$ cat src/rtl/lp_rtc_pkg.sv
package lp_rtc_pkg;
    // register byte offsets
    localparam int OFF_SEC   = 'h00;
    localparam int OFF_FRAC  = 'h04;
    localparam int OFF_ASEC  = 'h08;
    localparam int OFF_AFRAC = 'h0C;
    localparam int OFF_CTRL  = 'h10;
    localparam int OFF_STS   = 'h14;
    localparam int OFF_IER   = 'h18;

    // status / enable bit positions
    localparam int B_BUSY = 10;
    localparam int B_WNF  = 9;
    localparam int B_WCF  = 8;
    localparam int B_WEF  = 7;
    localparam int B_CAF  = 4;
    localparam int B_NVF  = 1;
    localparam int B_SVF  = 0;

    // control bit: counter enable
    localparam int B_EN = 3;
endpackage

$ cat src/rtl/lp_rtc_wsync.sv
module lp_rtc_wsync #(
    parameter int ADDR_W = 8,
    parameter int DATA_W = 32
) (
    input  logic              clk,
    input  logic              rst_n,
    input  logic              slow_tick,
    input  logic              req,
    input  logic [ADDR_W-1:0] req_addr,
    input  logic [DATA_W-1:0] req_data,
    output logic              apply,
    output logic [ADDR_W-1:0] ap_addr,
    output logic [DATA_W-1:0] ap_data,
    output logic              busy,
    output logic              err
);
    typedef struct packed {
        logic              pend;
        logic [ADDR_W-1:0] addr;
        logic [DATA_W-1:0] data;
    } slot_t;

    slot_t slot_d, slot_q;

    always_comb begin
        slot_d = slot_q;
        apply  = slow_tick && slot_q.pend;
        err    = req && slot_q.pend;
        if (apply) begin
            slot_d.pend = 1'b0;
        end
        if (req && !slot_q.pend) begin
            slot_d.pend = 1'b1;
            slot_d.addr = req_addr;
            slot_d.data = req_data;
        end
    end

    always_ff @(posedge clk or negedge rst_n) begin
        if (!rst_n) begin
            slot_q <= '0;
        end else begin
            slot_q <= slot_d;
        end
    end

    assign ap_addr = slot_q.addr;
    assign ap_data = slot_q.data;
    assign busy    = slot_q.pend;
endmodule

$ cat src/rtl/lp_rtc_counter.sv
module lp_rtc_counter #(
    parameter int SEC_W  = 32,
    parameter int FRAC_W = 15,
    localparam int CNT_W = SEC_W + FRAC_W
) (
    input  logic             clk,
    input  logic             rst_n,
    input  logic             slow_tick,
    input  logic             enable,
    input  logic             hold,
    input  logic             ld_sec,
    input  logic             ld_frac,
    input  logic             ld_asec,
    input  logic             ld_afrac,
    input  logic [SEC_W-1:0] ld_data,
    output logic [CNT_W-1:0] cnt,
    output logic [CNT_W-1:0] alarm,
    output logic             alarm_hit
);
    typedef struct packed {
        logic [CNT_W-1:0] cnt;
        logic [CNT_W-1:0] alarm;
        logic             written;
    } tc_t;

    tc_t tc_d, tc_q;
    logic run;

    always_comb begin
        tc_d      = tc_q;
        alarm_hit = 1'b0;
        run       = slow_tick && enable && tc_q.written && !hold;
        if (ld_sec) begin
            tc_d.cnt[CNT_W-1:FRAC_W] = ld_data;
            tc_d.written             = 1'b1;
        end else if (ld_frac) begin
            tc_d.cnt[FRAC_W-1:0] = ld_data[FRAC_W-1:0];
        end else if (run) begin
            tc_d.cnt  = tc_q.cnt + 1'b1;
            alarm_hit = (tc_d.cnt == tc_q.alarm);
        end
        if (ld_asec) begin
            tc_d.alarm[CNT_W-1:FRAC_W] = ld_data;
        end
        if (ld_afrac) begin
            tc_d.alarm[FRAC_W-1:0] = ld_data[FRAC_W-1:0];
        end
    end

    always_ff @(posedge clk or negedge rst_n) begin
        if (!rst_n) begin
            tc_q.cnt     <= '0;
            tc_q.alarm   <= '1;
            tc_q.written <= 1'b0;
        end else begin
            tc_q <= tc_d;
        end
    end

    assign cnt   = tc_q.cnt;
    assign alarm = tc_q.alarm;
endmodule

$ cat src/rtl/lp_rtc_regs.sv
module lp_rtc_regs
    import lp_rtc_pkg::*;
#(
    parameter int ADDR_W = 8,
    parameter int DATA_W = 32,
    parameter int SEC_W  = 32,
    parameter int FRAC_W = 15
) (
    input  logic              clk,
    input  logic              rst_n,
    input  logic              slow_tick,
    input  logic              fail_hold,
    input  logic [ADDR_W-1:0] addr,
    input  logic [DATA_W-1:0] wdata,
    input  logic              wr_en,
    input  logic              rd_en,
    output logic [DATA_W-1:0] rdata,
    output logic              irq
);
    localparam int CNT_W = SEC_W + FRAC_W;
    localparam logic [DATA_W-1:0] IER_MASK =
        DATA_W'((1 << B_WNF) | (1 << B_WCF) | (1 << B_WEF) | (1 << B_CAF) | (1 << B_SVF));

    typedef struct packed {
        logic              en;
        logic              wcf;
        logic              wef;
        logic              caf;
        logic              nvf;
        logic              svf;
        logic [DATA_W-1:0] ier;
    } reg_t;

    reg_t r_d, r_q;

    logic              wr_req, apply, busy, err, alarm_hit;
    logic [ADDR_W-1:0] ap_addr;
    logic [DATA_W-1:0] ap_data;
    logic [CNT_W-1:0]  cnt, alarm;
    logic [DATA_W-1:0] sts;
    logic              ap_sec, ap_frac, ap_asec, ap_afrac, ap_ctrl, ap_sts;

    assign wr_req = wr_en && (addr != ADDR_W'(OFF_IER));

    lp_rtc_wsync #(.ADDR_W(ADDR_W), .DATA_W(DATA_W)) u_wsync (
        .clk      (clk),
        .rst_n    (rst_n),
        .slow_tick(slow_tick),
        .req      (wr_req),
        .req_addr (addr),
        .req_data (wdata),
        .apply    (apply),
        .ap_addr  (ap_addr),
        .ap_data  (ap_data),
        .busy     (busy),
        .err      (err)
    );

    assign ap_sec   = apply && (ap_addr == ADDR_W'(OFF_SEC));
    assign ap_frac  = apply && (ap_addr == ADDR_W'(OFF_FRAC));
    assign ap_asec  = apply && (ap_addr == ADDR_W'(OFF_ASEC));
    assign ap_afrac = apply && (ap_addr == ADDR_W'(OFF_AFRAC));
    assign ap_ctrl  = apply && (ap_addr == ADDR_W'(OFF_CTRL));
    assign ap_sts   = apply && (ap_addr == ADDR_W'(OFF_STS));

    lp_rtc_counter #(.SEC_W(SEC_W), .FRAC_W(FRAC_W)) u_counter (
        .clk      (clk),
        .rst_n    (rst_n),
        .slow_tick(slow_tick),
        .enable   (r_q.en),
        .hold     (fail_hold),
        .ld_sec   (ap_sec),
        .ld_frac  (ap_frac),
        .ld_asec  (ap_asec),
        .ld_afrac (ap_afrac),
        .ld_data  (ap_data[SEC_W-1:0]),
        .cnt      (cnt),
        .alarm    (alarm),
        .alarm_hit(alarm_hit)
    );

    always_comb begin
        r_d = r_q;
        if (wr_en && (addr == ADDR_W'(OFF_IER))) begin
            r_d.ier = wdata & IER_MASK;
        end
        if (ap_ctrl) begin
            r_d.en = ap_data[B_EN];
        end
        // write-one-to-clear, then set events override
        if (ap_sts) begin
            if (ap_data[B_WEF]) r_d.wef = 1'b0;
            if (ap_data[B_CAF]) r_d.caf = 1'b0;
            if (ap_data[B_NVF]) r_d.nvf = 1'b0;
            if (ap_data[B_SVF]) r_d.svf = 1'b0;
        end
        if (rd_en && (addr == ADDR_W'(OFF_STS))) begin
            r_d.wcf = 1'b0;
        end
        if (apply)     r_d.wcf = 1'b1;
        if (err)       r_d.wef = 1'b1;
        if (alarm_hit) r_d.caf = 1'b1;
        if (fail_hold) r_d.svf = 1'b1;
    end

    always_ff @(posedge clk or negedge rst_n) begin
        if (!rst_n) begin
            r_q     <= '0;
            r_q.nvf <= 1'b1;
        end else begin
            r_q <= r_d;
        end
    end

    always_comb begin
        sts         = '0;
        sts[B_BUSY] = busy;
        sts[B_WNF]  = !busy;
        sts[B_WCF]  = r_q.wcf;
        sts[B_WEF]  = r_q.wef;
        sts[B_CAF]  = r_q.caf;
        sts[B_NVF]  = r_q.nvf;
        sts[B_SVF]  = r_q.svf;
    end

    always_comb begin
        rdata = '0;
        case (addr)
            ADDR_W'(OFF_SEC):   rdata = DATA_W'(cnt[CNT_W-1:FRAC_W]);
            ADDR_W'(OFF_FRAC):  rdata = DATA_W'(cnt[FRAC_W-1:0]);
            ADDR_W'(OFF_ASEC):  rdata = DATA_W'(alarm[CNT_W-1:FRAC_W]);
            ADDR_W'(OFF_AFRAC): rdata = DATA_W'(alarm[FRAC_W-1:0]);
            ADDR_W'(OFF_CTRL):  rdata[B_EN] = r_q.en;
            ADDR_W'(OFF_STS):   rdata = sts;
            ADDR_W'(OFF_IER):   rdata = r_q.ier;
            default:            rdata = '0;
        endcase
    end

    assign irq = |(sts & r_q.ier);
endmodule

$ cat config.mk
export PLATFORM = sky130hd
export DESIGN_NAME = lp_rtc_regs
export DESIGN_NICKNAME = d
export VERILOG_FILES = /design/src/rtl/lp_rtc_pkg.sv /design/src/rtl/lp_rtc_wsync.sv /design/src/rtl/lp_rtc_counter.sv /design/src/rtl/lp_rtc_regs.sv
export SDC_FILE = /design/constraint.sdc
export NUM_CORES = 1
export LEC_CHECK = 0
export BUFFER_PORTS_ARGS = -buffer_cell sky130_fd_sc_hd__buf_4
export CAP_MARGIN = 20
export CORE_AREA = 2 2 150 123
export CTS_BUF_LIST = sky130_fd_sc_hd__clkbuf_8
export DETAILED_ROUTE_END_ITERATION = 8
export DIE_AREA = 0 0 152 125
export GPL_TIMING_DRIVEN = 0
export PLACE_DENSITY = 0.75
export SLEW_MARGIN = 20
export SYNTH_ARGS = -nofsm -noshare
export SYNTH_HDL_FRONTEND = slang
export SYNTH_HIERARCHICAL = 1
export SYNTH_SLANG_ARGS = --single-unit
export TNS_END_PERCENT = 30
$ cat constraint.sdc
create_clock -name clk -period 5.5 [get_ports clk]
set_clock_uncertainty 0.2 [all_clocks]
set_input_delay 1.1 -clock clk [delete_from_list [all_inputs] [get_ports clk]]
set_output_delay 1.1 -clock clk [all_outputs]
set_load 0.05 [all_outputs]
== Word-level counts from Yosys, hierarchy flattened ==
Cells that the tools add are included.

* Register bits: 147
* Input bits: 46

* Bitwise gates (word level): 2
* Equal/unequal tests: 14
* Add/subtract/negate cells: 1
* Reductions and logical operators: 36
* Mux-type cells: 22

{| class="wikitable"
|+ Operator list
! operator !! count
|-
| $pmux 28 s6 || 1
|-
| $mux 32 || 2
|-
| $add 47x1->47 const B || 1
|-
| $eq 47x47->1 || 1
|-
| $mux 47 || 1
|-
| $mux 41 || 1
|-
| $eq 8x5->1 const B || 5
|-
| $eq 8x4->1 const B || 4
|-
| $reduce_or 32->1 || 1
|-
| $reduce_bool 2->1 || 10
|-
| $pmux 3 s6 || 1
|-
| $eq 8x3->1 const B || 2
|-
| $logic_not 8->1 || 2
|-
| $logic_and 1x1->1 || 15
|-
| $mux 15 || 1
|-
| $mux 1 || 13
|-
| $reduce_and 2->1 || 6
|-
| $and 11x10->11 || 1
|-
| $ne 8x5->1 const B || 1
|-
| $pmux 1 s5 || 1
|-
| $mux 4 || 1
|-
| $logic_not 1->1 || 2
|-
| $ne 2x2->1 const B || 1
|-
| $not 1->1 || 1
|}

== Depth between registers and ports, before layout ==
Gate-level depths: netlist (run 1).

* Depth in word-level cells: 8
* Gate-level depth with buffers: 14

== Modules after synthesis ==
Netlist (run 1), hierarchy kept.

{| class="wikitable"
|+ By module, submodules not included
! module !! cells an instance !! area an instance (um^2) !! times used
|-
| lp_rtc_counter || 746 || 6800.3 || 1
|-
| lp_rtc_wsync || 90 || 1579.0 || 1
|-
| lp_rtc_regs || 137 || 1297.5 || 1
|}

== Worst setup path after synthesis (run 1) ==
No wires, ideal clock.

* Path kind: input -> output
* From: in addr[5]
* To: out rdata[5]
* Buffers on the path: 1
* Slack: 1.284 ns
* Stages on the path: 5
* Arrival time: 2.916 ns
* Cell sequence: or4_4 > buf_6 > nor3_4 > nand2_4 > o22ai_1

* Word-level cells in the longest chain between the ends: 2

{| class="wikitable"
|+ RTL lines
! item !! RTL line !! RTL
|-
| from (decl) || lp_rtc_regs.sv:13 || <nowiki>input logic [ADDR_W-1:0] addr,</nowiki>
|-
| $eq 8x5->1 (tied with other cells) || lp_rtc_regs.sv:128 || <nowiki>case (addr)</nowiki>
|-
| $pmux 28 s6 (*) || lp_rtc_regs.sv:128 ||
|-
| to (decl) || lp_rtc_regs.sv:17 || <nowiki>output logic [DATA_W-1:0] rdata,</nowiki>
|}

Every way passes the cells marked *; elsewhere a longest branch is shown, timed or not.

== Worst setup path after layout (run 1) ==
* From: in addr[2]
* To: out rdata[30]

The elaborated chain is that of the path after synthesis.

==> results of run 1 <==
## registers in the layout, summed over array words and instances, names as in the netlist
signal	count
u_wsync/ap_data	32
u_counter/cnt	47
u_wsync/ap_addr	8
u_counter/tc_q	1
r_q	11
u_counter/alarm	47
u_wsync/busy	1
## stage by stage
| step | hold slack [ns] | instance area, um2 | utilization |
|---|---|---|---|
| CTS | 0.291 | 10900 | 0.619 |
| finish | 0.290 | 10900 | 0.619 |
| floorplan | 0.252 | 9680 | - |
| global route | 0.295 | 10900 | 0.619 |
| detailed placement | 0.275 | 10600 | 0.599 |
| global placement | 0.267 | 10600 | 0.597 |
## worst max-delay path, delay by kind of cell
kind / cells / cell delay, ns
AOI/OAI and AO/OA: 1 / 0.16
and+or+nand+nor: 2 / 0.87
buffers and inverters: 5 / 0.89
## metal layers
layer,global-route usage,vias up
met5,0,-
met4,0.0715,0
met3,0.0721,39
met2,0.426,348
met1,0.450,3875
li1,-,3606
## power breakdown
group,leakage [nW],switching (mW),internal (mW)
Clock,0.179,0.478,0.324
Sequential,1.75,0.247,1.30
Combinational,2.65,0.392,0.482
Total,4.58,1.12,2.11
## cell usage after synthesis (all sizes together), types with 5 or more instances
library cell | instances | area, um2
buf | 119 | 846
dfrtp | 99 | 2480
mux2 | 96 | 1090
xnor2 | 74 | 648
nand2 | 71 | 282
o21ai | 53 | 265
dfstp | 48 | 1260
nor2 | 46 | 173
clkbuf | 35 | 175
nand3 | 32 | 160
nor3 | 27 | 146
xor2 | 27 | 236
nand4 | 26 | 184
nor4 | 20 | 168
a21oi | 18 | 90.1
a22o | 18 | 158
a22oi | 18 | 135
and3 | 15 | 93.8
inv | 13 | 48.8
and2 | 12 | 77.6
and4 | 11 | 96.3
mux2i | 11 | 110
o22ai | 10 | 62.6
or4 | 8 | 71.3
a222oi | 5 | 50.1
mux4 | 5 | 113
## logic make-up (layout without fill, tap and decap cells)
kind of cell / after synthesis / after routing / share of synthesized area
and+or+nand+nor: 291 / 291 / 0.168
buffers and inverters: 167 / 278 / 0.111
AOI/OAI and AO/OA: 154 / 154 / 0.106
DFF: 147 / 147 / 0.386
muxes: 112 / 112 / 0.136
xor gates and xnor gates: 101 / 101 / 0.0914
adders and majority gates: 1 / 1 / 0.00129
## cell type report
type / count / area (um2) / area share
buffer: 154 / 1020 / 0.0933
clock buffer: 17 / 234 / 0.0214
clock inverter: 15 / 124 / 0.0113
inverter: 13 / 48.8 / 0.00446
multi-input combinational: 659 / 4870 / 0.445
sequential: 147 / 3740 / 0.342
tap: 230 / 288 / 0.0263
timing repair buffer: 79 / 621 / 0.0567
## path summary, 6_finish.rpt
kind | from | end | cells after the start
max | addr[2] | rdata[30] | 8
min | r_q[33] | r_q[33] | 1
max reg2reg | u_counter/cnt[1] | r_q[34] | 11
min reg2reg | r_q[33] | r_q[33] | 1
max in group asynchronous | rst_n | u_counter/alarm[27] | 2
min in group asynchronous | rst_n | r_q[7] | 1
## cells in the final DEF, fill, tap and decap left out, types with 13 or more instances in the layout
cell and count:
sky130_fd_sc_hd__a22o_1 18, sky130_fd_sc_hd__dfrtp_1 99, sky130_fd_sc_hd__clkbuf_8 21, sky130_fd_sc_hd__nor2_1 46
sky130_fd_sc_hd__xnor2_1 74, sky130_fd_sc_hd__buf_4 177, sky130_fd_sc_hd__a21oi_1 18, sky130_fd_sc_hd__nand2_1 69
sky130_fd_sc_hd__clkbuf_1 30, sky130_fd_sc_hd__nor3_1 26, sky130_fd_sc_hd__a22oi_1 18, sky130_fd_sc_hd__xor2_1 27
sky130_fd_sc_hd__inv_1 14, sky130_fd_sc_hd__o21ai_0 47, sky130_fd_sc_hd__dfstp_2 48, sky130_fd_sc_hd__nand3_1 32
sky130_fd_sc_hd__and3_1 15, sky130_fd_sc_hd__nor4_1 16, sky130_fd_sc_hd__buf_2 13, sky130_fd_sc_hd__nand4_1 24
sky130_fd_sc_hd__mux2_2 93
==> flow_summary.toml, run 1 <==
[cells_and_area]
final_cells = 1314
insertedDiodeCount = 0
layout-area-overhead-vs-synth_pct = 13.1
fraction_of_final_layout_cells_sized_beyond_drive_strength_1 = 0.368
nets = 1118
filler_cell_count = 1501

[clock_tree]
cts.reportedPaths.clkPinSlew_ns = 0.09
worst_skew_pair.late_latency_ns = 0.46
clock_tree_from_tritoncts = "done"
hold_buffers = 0
cts_buffer_depth = 2
cts_inserted_buffers = 17
clock-root-buffer = "sky130_fd_sc_hd__clkbuf_8"
post_cts_resize_count = 0
numClockSinks = 147
htreeDepth = 4
post_cts_buffers = 0

[sta]
report.final.setup_viol = 0
max_slew.worst_pin.slew_ns = 0.974
fin_ws_ns = 1.16
final_hold_viol_count = 0
period_share = 0.789
final.setup.tns_ns = 0
clock.fmax_ghz = 0.230
grt_setup_unrepaired = "false"
relSlewSlack = 0.341
slew_violations = 0
layout_min_cycle_time_ns = 4.34

[placed_design]
placement.setup.worst_slack_ns = 1.02
hpwl_mm = 20.7
port-buffer-count = 78
dpl.cell_count = 1282
finalWeightedCongestion = 0.975

[global_route]
grt_pass1_wl_mm = 43.6
grt_use_total = 0.296
antenna_found_initial = 0
grt_remaining_overflow = 0
grt_start_max_net_pins = 85
via_count_of_the_first_global_routing_pass = 7536

[pwr]
worst_ir_drop_vdd_uv = 225
totalPowerFinal_mw = 3.23
p_leak_nw = 4.58
p_per_area_nw_per_um2 = 295

[yosys]
synthArstFlopShare = 1.00
syn-instance-count = 973
synth-seq-cells = 147
postSynth.topFlopCell = "sky130_fd_sc_hd__dfrtp_1"
synth_edf_count = 0
ys.warnings.count = 6
seq_area_frac_synth = 0.386
avg_synthesized_cell_area_um2 = 9.95
post_synth_num_cell_types = 71
synthesis.area_um2 = 9680
syn-num-nets = 1020

[route]
wl_met2_mm = 11.7
route.layer.met1.wl_mm = 13.1
remaining_drc_errors = 0
routedWlPerCell_um = 21.0
routed.top_layer = "met4"
postRouteAntennaNets = 0
viasPerCell = 5.99
detailed_route_wl_mm = 27.6
drtPass1Iterations = 6
drt_iter0_drc = 714
vias = 7868
wl_met3_mm = 2.44

[setup_path]
arrival_ns = 3.04
worst_path_largest_cell_delay_ns = 0.65
timing.reg2reg.setup_slack_ns = 1.31
startpoint_class = "input port"
critical_path.cell_chain = "buf_4 -> buf_4 -> nor4_4 -> and2_1 -> buf_4 -> buf_4 -> a22o_1 -> buf_4"
cp_slowest_cell = "sky130_fd_sc_hd__nor4_4"
worst-path-max-fanout = 10
crit_required_ns = 4.20
critPathKind = "in2out"
timing.critical_path.to_type = "output port"
cp_common_cell = "sky130_fd_sc_hd__buf_4"

[floorplanning]
core_um2 = 17700
floorplan.die.width_um = 152
initial_utilization = 0.548
io_pins = 79
die-height_um = 125
fp-row-count = 44
die-area_um2 = 19000

[run]
maxCapViolations = 0

[status]
outcome = "completed"

[min_path]
hold_class = "reg2reg"
(Power assumes the default switching activity.)
==> run 2: changes to the inputs <==
--- a/config.mk
+++ b/config.mk
@@ -5,14 +5,15 @@
 export SDC_FILE = /design/constraint.sdc
 export NUM_CORES = 1
 export LEC_CHECK = 0
+export ABC_AREA = 1
 export BUFFER_PORTS_ARGS = -buffer_cell sky130_fd_sc_hd__buf_4
 export CAP_MARGIN = 20
-export CORE_AREA = 2 2 150 123
+export CORE_AREA = 2 2 156 127
 export CTS_BUF_LIST = sky130_fd_sc_hd__clkbuf_8
 export DETAILED_ROUTE_END_ITERATION = 8
-export DIE_AREA = 0 0 152 125
+export DIE_AREA = 0 0 158 129
 export GPL_TIMING_DRIVEN = 0
-export PLACE_DENSITY = 0.75
+export PLACE_DENSITY = 0.74
 export SLEW_MARGIN = 20
 export SYNTH_ARGS = -nofsm -noshare
 export SYNTH_HDL_FRONTEND = slang
==> constraint.sdc (replaced) <==
create_clock -name clk -period 4.1 [get_ports clk]
set_clock_uncertainty 0.2 [all_clocks]
set_input_delay 0.82 -clock clk [delete_from_list [all_inputs] [get_ports clk]]
set_output_delay 0.82 -clock clk [all_outputs]
set_load 0.05 [all_outputs]
==> run 2 against run 1 <==
Compared with the run above:
- clock power increased by 57%
- combinational power increased to 3.3 times the previous value
- die area increased by 7.3%
- register-to-register slack got worse by 0.55 ns
- design area increased by 7.6%
- area after synthesis increased by 7.6%
- sequential share of layout area decreased by 2.4 points
- first-iteration DRC count increased by 68%
- setup slack got worse by 0.40 ns
- largest power group is now combinational logic
==> flow_summary.toml, run 2 <==
[clock_tree]
clock-root-buffer = "sky130_fd_sc_hd__clkbuf_8"
post_cts_buffers = 0
clock_tree_from_tritoncts = "done"
hold_buffers = 0
post_cts_resize_count = 0
numClockSinks = 147
worst_skew_pair.late_latency_ns = 0.48
cts.reportedPaths.clkPinSlew_ns = 0.10
cts_inserted_buffers = 17
htreeDepth = 4
cts_buffer_depth = 2

[placed_design]
finalWeightedCongestion = 1.01
port-buffer-count = 78
placement.setup.worst_slack_ns = 0.565
dpl.cell_count = 1879
hpwl_mm = 27.7

[yosys]
ys_top_cells_by_count = "541 x sky130_fd_sc_hd__nand2_1, 210 x sky130_fd_sc_hd__nand3_1, 148 x sky130_fd_sc_hd__inv_1"
synth_area_leader_cell = "sky130_fd_sc_hd__dfrtp_1"
synth_edf_count = 0
synth-seq-cells = 147
post-synth-top-area-fraction = 0.238
synth_compound_area_frac = 0.0767
synthArstFlopShare = 1.00
postSynth.topFlopCell = "sky130_fd_sc_hd__dfrtp_1"
avg_synthesized_cell_area_um2 = 6.75
post_synth_num_cell_types = 40
post_synth_xor_area_fraction = 0.00949
ys.warnings.count = 6
synth_top_family_by_area = "simple AND/OR/NAND/NOR gates"
synth.mux.area_fraction = 0.00216
area_contributors_post_synth = "sky130_fd_sc_hd__dfrtp_1 24%, sky130_fd_sc_hd__nand2_1 20%, sky130_fd_sc_hd__dfstp_2 12%"
yosysMostFrequentCell = "sky130_fd_sc_hd__nand2_1"
synthesis.area_um2 = 10400
synth_simple_gate_area_share = 0.402
seq_area_frac_synth = 0.359
syn-instance-count = 1542
syn-num-nets = 1589
synth-adder-area-share = 0.00120

[floorplanning]
core_um2 = 18800
floorplan.die.width_um = 158
die-height_um = 129
die-area_um2 = 20400
io_pins = 79
initial_utilization = 0.554
fp-row-count = 45

[status]
outcome = "completed"

[route]
viasPerCell = 5.58
drt_iter0_drc = 1203
postRouteAntennaNets = 0
vias = 10700
detailed_route_wl_mm = 35.8
routedWlPerCell_um = 18.7
remaining_drc_errors = 0
drtPass1Iterations = 5

[setup_path]
timing.critical_path.to_type = "flip-flop"
critical-path-top-delay-family = "simple AND/OR/NAND/NOR gates"
timing.reg2reg.setup_slack_ns = 0.76
worst-path-max-fanout = 10
reg2reg_to = "u_counter/cnt[43]"
critPathKind = "reg2reg"
cp_slowest_cell = "sky130_fd_sc_hd__clkbuf_1"
worst_path_largest_cell_delay_ns = 0.67
crit_buf_inv = 4
critical_path.cell_chain = "nand2_1 -> inv_1 -> nand3_1 -> nor2_1 -> inv_1 -> nand4_1 -> nor2_1 -> inv_1 -> clkbuf_1 -> o221ai_1"
arrival_ns = 3.44
cp_common_cell = "sky130_fd_sc_hd__inv_1"
rr_startpoint = "u_wsync/busy"
crit_required_ns = 4.20
worstRegToRegCells = 10
startpoint_class = "flip-flop"

[cells_and_area]
layout.cells.most_common = "sky130_fd_sc_hd__nand2_1"
insertedDiodeCount = 0
fin_util = 0.626
layout-area-overhead-vs-synth_pct = 13.1
final_cell_mix = "541 x sky130_fd_sc_hd__nand2_1, 210 x sky130_fd_sc_hd__nand3_1, 181 x sky130_fd_sc_hd__buf_4"
final_cells = 1911
fraction_of_final_layout_cells_sized_beyond_drive_strength_1 = 0.196
nets = 1687

[sta]
relSlewSlack = 0.420
slew_violations = 0
layout_min_cycle_time_ns = 3.34
clock.fmax_ghz = 0.299
max_slew.worst_pin.slew_ns = 0.870
final_hold_viol_count = 0
report.final.setup_viol = 0
final.setup.tns_ns = 0
period_share = 0.815
grt_setup_unrepaired = "false"
fin_ws_ns = 0.760

[global_route]
grt_remaining_overflow = 0
via_count_of_the_first_global_routing_pass = 9763
grt_start_max_net_pins = 78
antenna_found_initial = 0
grt_pass1_wl_mm = 54.6
grt_use_total = 0.363

[pwr]
p_per_area_nw_per_um2 = 586
p_leak_nw = 6.23
worst_ir_drop_vdd_uv = 258
totalPowerFinal_mw = 6.91

[run]
maxCapViolations = 0

[min_path]
hold_class = "in2async"
[run 2: cell types whose count changed after synthesis, moves of 24 or more]
| cell | before | now |
|---|---|---|
| sky130_fd_sc_hd__nand2_1 | 69 | 541 |
| sky130_fd_sc_hd__nand3_1 | 32 | 210 |
| sky130_fd_sc_hd__inv_1 | 13 | 148 |
| sky130_fd_sc_hd__mux2_2 | 93 | 2 |
| sky130_fd_sc_hd__nor2_1 | 46 | 132 |
| sky130_fd_sc_hd__xnor2_1 | 74 | 1 |
| sky130_fd_sc_hd__nor3_1 | 26 | 2 |
[run 2: cell type report]
class	count	area [um2]
sequential	147	3740
clock buffer	17	234
timing repair buffer	79	621
tap	258	323
buffer	146	978
inverter	155	582
fill	1818	7030
clock inverter	15	189
multi-input combinational	1094	5110
[run 2: kinds of logic (layout without fill, tap and decap cells)]
kind of cell	after synthesis	in the layout
flops	147	147
mux	2	2
simple gates	950	950
compound gates	133	133
xor+xnor	8	8
fa+ha+maj	1	1
buf+inv	301	412
[run 2: worst reg2reg max path, delay by kind of cell, from the launching register on]
family | cells | cell delay, ns
and+or+nand+nor | 5 | 1.12
buffers and inverters | 4 | 1.08
DFF | 1 | 0.51
AOI/OAI and AO/OA | 1 | 0.27
[run 2: stage by stage]
step,hold slack [ns],instance area (um2)
global route,0.131,11800
floorplan,0.231,10400
CTS,0.107,11800
finish,0.0949,11800
detailed placement,0.242,11400
global placement,0.241,11300
[run 2: how the worst max path moves through the flow]
stage	to	cells after the start	from	slack, ns
4_1_cts	rdata[3]	10	addr[7]	0.88
5_1_grt	u_counter/cnt[41]	11	u_wsync/ap_addr[6]	0.68
3_5_place_dp	u_counter/cnt[43]	11	slow_tick	0.57
2_1_floorplan	rdata[12]	6	addr[5]	1.26
3_3_place_gp	u_counter/cnt[41]	11	slow_tick	0.61
6_report	u_counter/cnt[43]	10	u_wsync/busy	0.76
[run 2: routing by layer]
layer / track usage / wire length, um
met5: 0 / 0
met1: 0.534 / 15800
met4: 0.113 / 1070
met2: 0.512 / 14500
met3: 0.108 / 4390
[run 2: where the power goes]
part           internal (mW)  total, mW  switching, mW
clock                  0.575       1.26          0.689
combinational           1.24       2.85           1.61
sequential              2.07       2.80          0.727
==> run 3: changes to the inputs <==
--- a/config.mk
+++ b/config.mk
@@ -5,15 +5,15 @@
 export SDC_FILE = /design/constraint.sdc
 export NUM_CORES = 1
 export LEC_CHECK = 0
-export ABC_AREA = 1
+export ABC_AREA = 0
 export BUFFER_PORTS_ARGS = -buffer_cell sky130_fd_sc_hd__buf_4
 export CAP_MARGIN = 20
-export CORE_AREA = 2 2 156 127
+export CORE_AREA = 2 2 150 123
 export CTS_BUF_LIST = sky130_fd_sc_hd__clkbuf_8
 export DETAILED_ROUTE_END_ITERATION = 8
-export DIE_AREA = 0 0 158 129
+export DIE_AREA = 0 0 152 125
 export GPL_TIMING_DRIVEN = 0
-export PLACE_DENSITY = 0.74
+export PLACE_DENSITY = 0.78
 export SLEW_MARGIN = 20
 export SYNTH_ARGS = -nofsm -noshare
 export SYNTH_HDL_FRONTEND = slang
==> constraint.sdc (replaced) <==
create_clock -name clk -period 2.68 [get_ports clk]
set_clock_uncertainty 0.2 [all_clocks]
set_input_delay 0.536 -clock clk [delete_from_list [all_inputs] [get_ports clk]]
set_output_delay 0.536 -clock clk [all_outputs]
set_load 0.05 [all_outputs]
==> run 3 against run 2 <==
Compared with the run above:
- the flow now finishes with violations (setup timing)
- die area shrank 6.8%
- global-route usage is 5.0 points lower
- cell count fell by 29%
- worst hold slack got worse by 0.0094 ns
- sequential share of layout area fell by 1.3 points
- flip-flop and latch count unchanged
- total power is 0.90% higher
- via count decreased by 23%
- combinational power fell by 28%
- setup slack got worse by 1.4 ns
- clock-buffer cell count up 2
- critical endpoint is now r_q[34]
==> flow_summary.toml, run 3 (synthesis results as in run 1) <==
[status]
outcome = "finished with violations"
violations_in_the_final_reports = "setup timing"

[cells_and_area]
insertedDiodeCount = 0
layout.cells.most_common = "sky130_fd_sc_hd__buf_4"
seqCellArea_um2 = 3760
fraction_of_final_layout_cells_sized_beyond_drive_strength_1 = 0.492
nets = 1169
final_cell_mix = "181 x sky130_fd_sc_hd__buf_4, 93 x sky130_fd_sc_hd__mux2_2, 81 x sky130_fd_sc_hd__dfrtp_1"
fin_util = 0.698
filler_cell_count = 1327
final_cells = 1365
layout-area-overhead-vs-synth_pct = 27.5
multiInputGateArea_um2 = 5420
post-route-cell-area_um2 = 12300

[sta]
final_hold_viol_count = 0
finalHoldWorstSlack_ns = 0.0855
grt_setup_unrepaired = "true"
final.setup.tns_ns = -4.53
layout_min_cycle_time_ns = 3.32
fin_ws_ns = -0.637
period_share = 1.24
relSlewSlack = 0.582
report.final.setup_viol = 26
clock.fmax_ghz = 0.301
slew_violations = 0
max_slew.worst_pin.slew_ns = 0.622

[floorplanning]
floorplan.die.width_um = 152
initial_utilization = 0.548
io_pins = 79
die-height_um = 125
fp-row-count = 44
core_um2 = 17700
die-area_um2 = 19000

[pwr]
p_leak_nw = 5.12
power_switching_share = 0.349
intPower_mw = 4.54
comb_power_share = 0.292
switching_power_mw = 2.43
totalPowerFinal_mw = 6.97
p_seq_frac = 0.464
clockPowerShare = 0.244
worst_ir_drop_vdd_uv = 385
p_per_area_nw_per_um2 = 565

[placed_design]
detailed_place.area_um2 = 10700
hpwl_mm = 21.2
placement.setup.worst_slack_ns = -1.20
port-buffer-count = 78
dpl.cell_count = 1282
finalWeightedCongestion = 0.990

[setup_path]
timing.critical_path.to_type = "flip-flop"
crit_buf_inv = 1
timing.reg2reg.setup_slack_ns = -0.64
worst_path_largest_cell_delay_ns = 0.62
reg2reg_to = "r_q[34]"
critical-path-top-delay-family = "simple AND/OR/NAND/NOR gates"
worst-path-max-fanout = 8
startpoint_class = "flip-flop"
critPathKind = "reg2reg"
arrival_ns = 3.51
rr_startpoint = "u_counter/cnt[18]"
cp_slowest_cell = "sky130_fd_sc_hd__or4_4"
launch_point_of_the_critical_path = "u_counter/cnt[18]"
worstRegToRegCells = 10
critical_path.cell_chain = "buf_6 -> nand4_1 -> or4_4 -> nor4_4 -> xnor2_1 -> a211o_1 -> or4_4 -> nor4_4 -> nor2_1 -> a31oi_1"
crit_required_ns = 2.88

[clock_tree]
cts_buffer_depth = 2
clock-root-buffer = "sky130_fd_sc_hd__clkbuf_8"
cts_inserted_buffers = 17
worst_skew_pair.late_latency_ns = 0.47
cts.reportedPaths.clkPinSlew_ns = 0.09
htreeDepth = 4
numClockSinks = 147
clock_tree_from_tritoncts = "done"

[min_path]
hold_class = "in2reg"
worstHoldPathCells = 2
hold_end = "u_wsync/ap_data[6]"
hold_path.startpoint = "wdata[6]"

[global_route]
grt_pass1_wl_mm = 45.8
antenna_found_initial = 0
grt_start_max_net_pins = 94
grt_use_total = 0.313
via_count_of_the_first_global_routing_pass = 8016
grt_remaining_overflow = 0

[route]
remaining_drc_errors = 0
drt_iter0_drc = 781
viasPerCell = 6.02
routedWlPerCell_um = 22.1
vias = 8224
drtPass1Iterations = 6
postRouteAntennaNets = 0
detailed_route_wl_mm = 30.2

[run]
maxCapViolations = 0
## run 3: repair_timing
item                       in CTS  in global routing
resized for setup             102                117
hold buffers                    1                  0
buffers inserted               25                 35
hold endpoints to repair       43                  0
setup endpoints to repair     121                120
cloned                          0                  1
pin swaps                      25                 50
## run 3: power by group through the flow
stage	logic [mW]	clock network, mW	registers [mW]
after global routing	2.18	1.81	3.30
final	2.04	1.70	3.24
after detailed placement	1.79	0	3.21
after global placement	1.75	0	3.20
after floorplan	1.38	0	3.01
after CTS	1.84	1.72	3.20
## run 3: layout make-up
type                       count  share of cell area
timing repair buffer         138               0.104
sequential                   147               0.305
inverter                      13             0.00395
clock inverter                13             0.00912
buffer                       145              0.0946
tap                          230              0.0233
multi-input combinational    660               0.439
clock buffer                  19              0.0212
## run 3: worst max-delay path by stage
stage | endpoint | slack [ns] | cells after the start
floorplan | r_q[34] | -0.25 | 10
global placement | r_q[34] | -1.16 | 10
detailed placement | u_counter/cnt[42] | -1.20 | 11
CTS | r_q[34] | -0.70 | 13
global route | r_q[34] | -0.65 | 10
finish | r_q[34] | -0.64 | 10
## run 3: per-layer routing
layer | GRT usage | wire [um]
met1 | 0.474 | 13800
met4 | 0.0836 | 415
met3 | 0.0700 | 2850
met5 | 0 | 0
met2 | 0.453 | 13200
